**config.mk**
```make
export PLATFORM = sky130hd
export DESIGN_NAME = msi_cap_slice
export DESIGN_NICKNAME = d
export VERILOG_FILES = /design/src/rtl/msi_cap_pkg.sv /design/src/rtl/msi_cfg_regs.sv /design/src/rtl/msi_msg_build.sv /design/src/rtl/msi_cap_slice.sv
export SDC_FILE = /design/constraint.sdc
export NUM_CORES = 1
export LEC_CHECK = 0
export ABC_AREA = 1
export BUFFER_PORTS_ARGS = -buffer_cell sky130_fd_sc_hd__clkbuf_2
export CAP_MARGIN = 10
export CORE_AREA = 4 4 191 193
export DETAILED_ROUTE_END_ITERATION = 8
export DIE_AREA = 0 0 195 197
export GPL_TIMING_DRIVEN = 0
export PLACE_DENSITY = 0.38
export SETUP_SLACK_MARGIN = 0.15
export SYNTH_ARGS = -nofsm -noshare
export SYNTH_HDL_FRONTEND = slang
export SYNTH_SLANG_ARGS = --single-unit
```
**constraint.sdc**
```tcl
create_clock -name clk -period 1.7 [get_ports clk]
set_input_delay 0.17 -clock clk [delete_from_list [all_inputs] [get_ports clk]]
set_output_delay 0.17 -clock clk [all_outputs]
set_load 0.01 [all_outputs]
```
**src/rtl/msi_cap_pkg.sv**
```systemverilog
package msi_cap_pkg;
  localparam logic [7:0] MSI_CAP_ID  = 8'h05;
  localparam logic [7:0] NXT_PTR_LO  = 8'h68;
  localparam logic [7:0] NXT_PTR_HI  = 8'h78;
  localparam int         HDR_EN_BIT  = 16;
  localparam int         DATA_W      = 16;

  typedef struct packed {
    logic [63:0]       addr;
    logic [DATA_W-1:0] data;
  } msi_msg_t;
endpackage

```
**src/rtl/msi_cfg_regs.sv**
```systemverilog
module msi_cfg_regs
  import msi_cap_pkg::*;
#(
  parameter int              AW       = 12,
  parameter logic [AW-1:0]   CAP_BASE = 12'h050,
  parameter int              NEXT_SEL = 0
) (
  input  logic              clk,
  input  logic              rst,
  input  logic              is64_i,
  input  logic              wr_i,
  input  logic              rd_i,
  input  logic [AW-1:0]     addr_i,
  input  logic [31:0]       wdata_i,
  output logic [31:0]       rdata_o,
  output logic              rvalid_o,
  output logic              en_o,
  output logic [31:0]       addr_lo_o,
  output logic [31:0]       addr_hi_o,
  output logic [DATA_W-1:0] data_o
);
  localparam logic [AW-1:0] OFF_HDR = CAP_BASE;
  localparam logic [AW-1:0] OFF_LO  = CAP_BASE + AW'(4);
  localparam logic [AW-1:0] OFF_W8  = CAP_BASE + AW'(8);
  localparam logic [AW-1:0] OFF_WC  = CAP_BASE + AW'(12);
  localparam logic [7:0]    NXT     = (NEXT_SEL != 0) ? NXT_PTR_HI : NXT_PTR_LO;

  logic              en_q;
  logic [31:2]       lo_q;
  logic [31:0]       hi_q;
  logic [DATA_W-1:0] dat_q;
  logic [31:0]       rdata_q;
  logic              rvalid_q;

  logic hit_hdr, hit_lo, hit_hi, hit_dat;
  logic [31:0] rd_mux;

  always_comb begin
    hit_hdr = (addr_i == OFF_HDR);
    hit_lo  = (addr_i == OFF_LO);
    hit_hi  = is64_i && (addr_i == OFF_W8);
    hit_dat = is64_i ? (addr_i == OFF_WC) : (addr_i == OFF_W8);
  end

  always_comb begin
    rd_mux = '0;
    if (hit_hdr)      rd_mux = {15'd0, en_q, NXT, MSI_CAP_ID};
    else if (hit_lo)  rd_mux = {lo_q, 2'b00};
    else if (hit_hi)  rd_mux = hi_q;
    else if (hit_dat) rd_mux = {{(32-DATA_W){1'b0}}, dat_q};
  end

  always_ff @(posedge clk) begin
    if (rst) begin
      en_q     <= 1'b0;
      lo_q     <= '0;
      hi_q     <= '0;
      dat_q    <= '0;
      rdata_q  <= '0;
      rvalid_q <= 1'b0;
    end else begin
      rvalid_q <= rd_i;
      rdata_q  <= rd_i ? rd_mux : 32'd0;
      if (wr_i) begin
        if (hit_hdr) en_q  <= wdata_i[HDR_EN_BIT];
        if (hit_lo)  lo_q  <= wdata_i[31:2];
        if (hit_hi)  hi_q  <= wdata_i;
        if (hit_dat) dat_q <= wdata_i[DATA_W-1:0];
      end
    end
  end

  assign rdata_o   = rdata_q;
  assign rvalid_o  = rvalid_q;
  assign en_o      = en_q;
  assign addr_lo_o = {lo_q, 2'b00};
  assign addr_hi_o = is64_i ? hi_q : 32'd0;
  assign data_o    = dat_q;

  // a read strobe yields valid read data on the next cycle
  assert_rvalid_follows_R11: assert property (@(posedge clk) disable iff (rst)
    rd_i |=> rvalid_o);
  // no read data outside valid cycles
  assert_rdata_idle_R11: assert property (@(posedge clk) disable iff (rst)
    !rvalid_o |-> (rdata_o == 32'd0));
endmodule

```
**src/rtl/msi_msg_build.sv**
```systemverilog
module msi_msg_build
  import msi_cap_pkg::*;
#(
  parameter int VEC_W = 5,
  parameter int LOG_W = 3
) (
  input  logic              clk,
  input  logic              rst,
  input  logic              en_i,
  input  logic [31:0]       addr_lo_i,
  input  logic [31:0]       addr_hi_i,
  input  logic [DATA_W-1:0] data_base_i,
  input  logic [LOG_W-1:0]  log2_i,
  input  logic              req_valid_i,
  input  logic [VEC_W-1:0]  req_vec_i,
  output logic              req_ready_o,
  output logic              msg_valid_o,
  output logic [63:0]       msg_addr_o,
  output logic [DATA_W-1:0] msg_data_o,
  input  logic              msg_ready_i,
  output logic              err_o
);
  localparam int PAD_W = DATA_W - VEC_W;

  logic [LOG_W-1:0]  eff_log2;
  logic [VEC_W-1:0]  vmask;
  logic [DATA_W-1:0] mask16;
  logic [DATA_W-1:0] composed;
  logic              out_of_range;
  logic              accept;

  logic     mv_q;
  logic     err_q;
  msi_msg_t msg_q;

  assign eff_log2 = (log2_i > LOG_W'(VEC_W)) ? LOG_W'(VEC_W) : log2_i;

  for (genvar g = 0; g < VEC_W; g++) begin : g_mask
    assign vmask[g] = (eff_log2 > LOG_W'(g));
  end

  assign mask16       = {{PAD_W{1'b0}}, vmask};
  assign composed     = (data_base_i & ~mask16) | ({{PAD_W{1'b0}}, req_vec_i} & mask16);
  assign out_of_range = |(req_vec_i & ~vmask);
  assign req_ready_o  = en_i && !mv_q;
  assign accept       = req_valid_i && req_ready_o;

  always_ff @(posedge clk) begin
    if (rst) begin
      mv_q  <= 1'b0;
      err_q <= 1'b0;
      msg_q <= '0;
    end else begin
      err_q <= accept && out_of_range;
      if (accept && !out_of_range) begin
        mv_q       <= 1'b1;
        msg_q.addr <= {addr_hi_i, addr_lo_i};
        msg_q.data <= composed;
      end else if (mv_q && msg_ready_i) begin
        mv_q <= 1'b0;
      end
    end
  end

  assign msg_valid_o = mv_q;
  assign msg_addr_o  = msg_q.addr;
  assign msg_data_o  = msg_q.data;
  assign err_o       = err_q;

  // pending message held stable until taken
  assert_msg_hold_R9: assert property (@(posedge clk) disable iff (rst)
    (msg_valid_o && !msg_ready_i) |=> (msg_valid_o && $stable(msg_addr_o) && $stable(msg_data_o)));
  // a message only starts when enabled in the accepting cycle
  assert_no_msg_disabled_R2: assert property (@(posedge clk) disable iff (rst)
    $rose(msg_valid_o) |-> $past(en_i));
  // a refused vector never starts a message
  assert_err_no_msg_R8: assert property (@(posedge clk) disable iff (rst)
    err_o |-> !$rose(msg_valid_o));
  // error is a single-cycle pulse
  assert_err_pulse_R8: assert property (@(posedge clk) disable iff (rst)
    err_o |=> !err_o || $past(req_valid_i));
endmodule

```
**src/rtl/msi_cap_slice.sv**
```systemverilog
module msi_cap_slice
  import msi_cap_pkg::*;
#(
  parameter int            AW       = 12,
  parameter logic [AW-1:0] CAP_BASE = 12'h050,
  parameter int            NEXT_SEL = 0,
  parameter int            VEC_W    = 5,
  localparam int           LOG_W    = $clog2(VEC_W + 1)
) (
  input  logic              clk,
  input  logic              rst,
  input  logic              is64_i,
  input  logic [LOG_W-1:0]  vec_log2_i,
  input  logic              cfg_wr_i,
  input  logic              cfg_rd_i,
  input  logic [AW-1:0]     cfg_addr_i,
  input  logic [31:0]       cfg_wdata_i,
  output logic [31:0]       cfg_rdata_o,
  output logic              cfg_rvalid_o,
  input  logic              req_valid_i,
  input  logic [VEC_W-1:0]  req_vec_i,
  output logic              req_ready_o,
  output logic              msg_valid_o,
  output logic [63:0]       msg_addr_o,
  output logic [DATA_W-1:0] msg_data_o,
  input  logic              msg_ready_i,
  output logic              err_o
);
  logic              en;
  logic [31:0]       addr_lo;
  logic [31:0]       addr_hi;
  logic [DATA_W-1:0] data_base;

  msi_cfg_regs #(
    .AW(AW), .CAP_BASE(CAP_BASE), .NEXT_SEL(NEXT_SEL)
  ) u_regs (
    .clk(clk), .rst(rst), .is64_i(is64_i),
    .wr_i(cfg_wr_i), .rd_i(cfg_rd_i), .addr_i(cfg_addr_i), .wdata_i(cfg_wdata_i),
    .rdata_o(cfg_rdata_o), .rvalid_o(cfg_rvalid_o),
    .en_o(en), .addr_lo_o(addr_lo), .addr_hi_o(addr_hi), .data_o(data_base)
  );

  msi_msg_build #(
    .VEC_W(VEC_W), .LOG_W(LOG_W)
  ) u_build (
    .clk(clk), .rst(rst), .en_i(en),
    .addr_lo_i(addr_lo), .addr_hi_i(addr_hi), .data_base_i(data_base),
    .log2_i(vec_log2_i), .req_valid_i(req_valid_i), .req_vec_i(req_vec_i),
    .req_ready_o(req_ready_o), .msg_valid_o(msg_valid_o),
    .msg_addr_o(msg_addr_o), .msg_data_o(msg_data_o),
    .msg_ready_i(msg_ready_i), .err_o(err_o)
  );

  // message address stays Dword aligned
  assert_addr_align_R3: assert property (@(posedge clk) disable iff (rst)
    msg_valid_o |-> (msg_addr_o[1:0] == 2'b00));
  // upper address is zero without 64-bit support
  assert_upper_zero_R5: assert property (@(posedge clk) disable iff (rst)
    (msg_valid_o && !is64_i) |-> (msg_addr_o[63:32] == 32'd0));
endmodule

```
* After elaboration in Yosys (flattened, before gate mapping)
Cells that the tools add are included.
Widths: inputs -> output; s select.
** Cells by class
- $lt $le $gt $ge :: 6
- Equality and inequality tests :: 4
- Muxes and demuxes :: 9
- Bitwise gates (word level) :: 7
- Reduce and logical (&&, ||, !) cells :: 17
** Operators with widths (count)
- $mux 32 :: 3
- $eq 12x7->1 const B :: 4
- $mux 17 :: 1
- $and 16x16->16 :: 1
- $mux 16 :: 1
- $not 5->16 :: 1
- $or 16x16->16 :: 1
- $and 5x5->5 :: 2
- $reduce_and 2->1 :: 4
- $gt 3x1->1 const B :: 2
- $gt 3x2->1 const B :: 2
- $gt 3x3->1 const B :: 2
- $logic_and 1x1->1 :: 6
- $not 5->5 :: 1
- $reduce_or 5->1 :: 1
- $reduce_or 4->1 :: 1
- $mux 1 :: 3
- $mux 3 :: 1
- $reduce_or 3->1 :: 1
- $logic_not 1->1 :: 2
- $reduce_bool 2->1 :: 1
- $reduce_or 2->1 :: 1
- $not 1->1 :: 1
** Storage, ports and cells
- Register bits after elaboration :: 192
- Input bits :: 59
- Output and inout port bits :: 116
- Logic and storage cells :: 55

* Logic depth before layout (Yosys ltp)
- Depth after elaboration :: 9
- Mapped depth :: 11
- Depth with buffers taken out :: 10

* Cells and area by module
From an unflattened synthesis, not the netlist that was laid out.
** Unflattened totals
- Cells, all modules :: 1427
- Area, all modules :: 9137.5 um2
** Modules (own cells, without submodules)
- msi_cfg_regs :: instances 1, cells an instance 863, area an instance 5406.4 um2
- msi_msg_build :: instances 1, cells an instance 564, area an instance 3731.1 um2

* Least setup slack after synthesis
OpenSTA, ideal clock, no wires.
- Path kind :: input port to flip-flop
- Start point :: in cfg_addr_i[11]
- End point :: reg u_regs.rdata_q[10] (netlist: u_regs.rdata_o[10])
- Setup time :: 0.116 ns
- Arrival :: 1.185 ns
- Slack :: 0.400 ns
- Stages on the path :: 9
- Buffers on the path :: 1
- Path through :: nor2_1 nand2_1 nor2_2 nand4_1 inv_1 nor2_1 buf_2 o21ai_0 nor2_1
** Between the ends
- Word-level cells in the longest chain between the ends :: 5
- Elaborated cells between the ends (all ways) :: 10
- Those cells by class :: eq/ne: 4; mux: 4; reduce/logical: 2
** Ends and longest elaborated chain
- from (decl) :: line msi_cap_slice.sv:16 : input logic [AW-1:0] cfg_addr_i,
- $eq 12x7->1 (on tied branches) :: line msi_cfg_regs.sv:41, msi_cfg_regs.sv:42
- $mux 1 :: line msi_cfg_regs.sv:42 : hit_dat = is64_i ? (addr_i == OFF_WC) : (addr_i == OFF_W8);
- $mux 16 :: line msi_cfg_regs.sv:50 : else if (hit_dat) rd_mux = {{(32-DATA_W){1'b0}}, dat_q};
- $mux 32 :: line msi_cfg_regs.sv:49 : else if (hit_hi) rd_mux = hi_q;
- $mux 32 :: line msi_cfg_regs.sv:48 : else if (hit_lo) rd_mux = {lo_q, 2'b00};
- to (signal assigned) :: line msi_cfg_regs.sv:63 : rdata_q <= rd_i ? rd_mux : 32'd0;
- to (decl) :: line msi_cfg_regs.sv:32 : logic [31:0] rdata_q;
Parallel ways exist; a longest one is shown, timed or not.
A chain may end at the register's enable or synchronous reset.

* Worst setup path in the final report
- Start point :: reg u_regs.en_q (netlist: u_regs.en_o)
- End point :: reg u_build.msg_q (netlist bit u_build.msg_addr_o[45])
** Between the ends
- Word-level cells in the longest chain between the ends :: 3
** Ends and longest elaborated chain
- from (decl) :: line msi_cfg_regs.sv:28 : logic en_q;
- from (signal assigned) :: line msi_cfg_regs.sv:65 : if (hit_hdr) en_q <= wdata_i[HDR_EN_BIT];
- $logic_and 1x1->1 :: line msi_msg_build.sv:45 : assign req_ready_o = en_i && !mv_q;
- $logic_and 1x1->1 :: line msi_msg_build.sv:46 : assign accept = req_valid_i && req_ready_o;
- $logic_and 1x1->1 :: line msi_msg_build.sv:55 : if (accept && !out_of_range) begin
- to (decl) :: line msi_msg_build.sv:34 : msi_msg_t msg_q;
No other way between the ends.

==> run summary <==
status: complete, no violations
post-DR vias/cell: 4.381
#FFs+latches synth: 192
DP HPWL: 25.72 mm
Design Power: 0.009191 W
CTS buffer count: 17
clk sinks: 192
Synth Area per Inst: 7.315 um2
largest net degree at the start of global routing: 19
CTS tree: yes
die area: 38420 um2
reg2reg path depth: 8
leakage: 4.500 nW
pwr dens: 869.2 nW/um2
Cell Count, Final, Fillers Out: 1764
worst flop-to-flop path endpoint: u_build.msg_addr_o[45]
Inst Count DP: 1712
Port Buffers: 171
Warnings, synthesis: 0
post-synthesis sequential area ratio: 48.43%
Critical Path Max Stage Delay: 0.36 ns
CP max stage cell: dfxtp_2
RSZ-0062 raised after global routing: yes
hold path start: cfg_wdata_i[3]
clock skew: 0.02225 ns
Slew Limit Fails: 0
detailed-router iteration count before antenna repair: 5
share of post-route cells with drive strength above 1: 25.86%
worst min path class: in2reg
Placer Congestion: 0.8439
core box area: 34540 um2
number of global-route vias before repair: 7635
clock tree root buffer cell: clkbuf_16
Area growth syn-to-layout: 33.23%
gr ovfl total: 0
clk_lat worst skew: 0.45 ns
Buf/Inv on CP: 4
DR iter-0 viols: 449
WP data required: 2.04 ns
Hold Fails Final Rpt: 0
worst-path cell chain: inv_4, nor3b_4, buf_6, nand3_4, buf_12, buf_6, a21oi_2, nor2_1
Setup CP Type: reg2reg
most common cell after layout, fill and taps aside: dfxtp_1
Setup Viol. Count Final: 0
Routed WL: 33.25 mm
period utilization: 92.75%
mapped cell area: 7936 um2
commonest cells after routing, fill and taps aside: dfxtp_1 (191), nand2_1 (182), clkbuf_2 (177)
worst r2r src: u_regs.en_o
CP top delay family: buffers and inverters
pre-CTS setup slack: -0.4493 ns
clk slew on worst S/H paths: 0.09 ns
CP most frequent cell: buf_6
row cnt: 68
Final nets: 1353
Worst slew margin: 40.59%
final core utilization: 30.61%
worst-path maximum fanout: 10
GRT Util Overall: 17.08%
Final min period: 1.577 ns
antenna violations before repair: 2
setup ws final: 0.1233 ns
worst hold path cell count: 3
via count: 7728
Worst IR Drop VDD: 0.0006595 V
Worst Max-Slew Pin Slew: 0.8911 ns
io pins: 175
Starting Density: 22.98%
R2R setup slack: 0.12 ns
WHS Endpoint: u_regs.hi_q[3]
ANT nets after route: 0
Max Freq: 634.2 MHz
post-synth cell types: 28
CTS max path bufs: 2
global-route wire length before repair: 49.74 mm
Gate Count Post-Synth: 1085
Arr. time, crit path: 1.92 ns
die width: 195 um
Die Span Y: 197 um
CP endpoint kind: flip-flop
CTS H-tree lvls: 4
startpoint types: flip-flop
fill cell count: 3887
DR WL/cell: 18.85 um
Max Cap Viol: 0
drt drc: 0
==> per-stage QoR <==
| step | cell area, um2 | hold slack [ns] | setup TNS, ns |
|---|---|---|---|
| 2_1_floorplan | 7940 | 0.2982 | 0 |
| 3_3_place_gp | 9365 | 0.4450 | -31.14 |
| 3_5_place_dp | 9365 | 0.4439 | -31.79 |
| 6_report | 10570 | 0.02076 | 0 |
| 4_1_cts | 10330 | 0.0009510 | 0 |
| 5_1_grt | 10570 | 0.03087 | 0 |
==> per-layer routing <==
metal | up-vias | part of all wire, % | track usage [%]
li1 | 3929 | - | -
met1 | 3564 | 51 | 25.46
met2 | 210 | 43 | 25.38
met3 | 25 | 4.1 | 2.564
met4 | 0 | 1.8 | 5.301
met5 | - | 0 | 0
==> synth_stat cells (all sizes together) <==
cell | instances | area, um2
a21oi | 115 | 575.6
buf | 43 | 284.0
clkbuf | 38 | 143.9
clkinv | 2 | 7.510
conb | 1 | 3.750
dfxtp | 192 | 3844
inv | 96 | 362.8
mux2 | 4 | 45.04
nand2 | 195 | 739.5
nand3 | 25 | 137.6
nand4 | 55 | 344.1
nor2 | 189 | 778.2
nor3 | 18 | 90.09
nor3b | 1 | 12.51
o211ai | 5 | 37.54
o21ai | 106 | 530.5
==> power by group <==
part	internal, W	total [W]	switching (W)
sequential	0.00449	0.00450	0.000000715
combinational	0.000134	0.000484	0.000350
clock	0.00217	0.00421	0.00205
total	0.00679	0.00919	0.00240
==> worst max-delay path by stage <==
| stage | slack [ns] | to | cells after the start | start |
|---|---|---|---|---|
| 3_3_place_gp | -0.42 | u_regs.rdata_o[17] | 10 | cfg_addr_i[9] |
| 2_1_floorplan | 0.40 | u_regs.rdata_o[10] | 9 | cfg_addr_i[11] |
| 3_5_place_dp | -0.45 | u_regs.rdata_o[17] | 10 | cfg_addr_i[11] |
| 4_1_cts | 0.14 | u_build.msg_addr_o[55] | 8 | u_regs.en_o |
| 6_report | 0.12 | u_build.msg_addr_o[45] | 8 | u_regs.en_o |
| 5_1_grt | 0.06 | u_build.msg_addr_o[48] | 8 | u_regs.en_o |
==> repair_timing <==
action | 4_1_cts | 5_1_grt
gates resized for setup | 54 | 62
cloned | 1 | 2
buffers inserted | 3 | 0
pin swaps | 3 | 18
setup endpoints to repair | 94 | 89
hold buffers | 12 | 0
endpoints found under the hold margin | 16 | 0
==> kinds of logic after synthesis <==
| family | Yosys count | synth area share (%) |
|---|---|---|
| AO/OA/AOI/OAI | 226 | 14.41 |
| buffers and inverters | 179 | 10.06 |
| flip-flops | 192 | 48.43 |
| multiplexers | 4 | 0.5675 |
| other | 1 | 0.04725 |
| AND/OR/NAND/NOR | 483 | 26.49 |
==> registers in the layout, summed over array words and instances (netlist names) <==
signal               cells
u_build.msg_addr_o      62
u_regs.hi_q             32
u_regs.rdata_o          32
u_regs.lo_q             30
u_build.msg_data_o      16
u_regs.data_o           16
u_build.err_o            1
u_build.msg_valid_o      1
u_regs.en_o              1
u_regs.rvalid_o          1
==> area by class of cell <==
class / instances / area, um2 / area share, %
clock buffers: 19 / 452.9 / 4.284
well taps: 455 / 569.3 / 5.384
plain buffers: 81 / 543.0 / 5.135
diodes: 2 / 5.005 / 0.04733
clock inverters: 13 / 141.4 / 1.337
inverters: 98 / 372.9 / 3.526
multi-input cells: 715 / 3565 / 33.71
repair buffers: 189 / 1080 / 10.21
flip-flops and latches: 192 / 3845 / 36.36
==> tightest hold or removal path: stages <==
cell and delay [ns]:
clkbuf_2 0.12, nor2_1 0.06, nor2_1 0.09
Power figures use the tool's default switching activity.
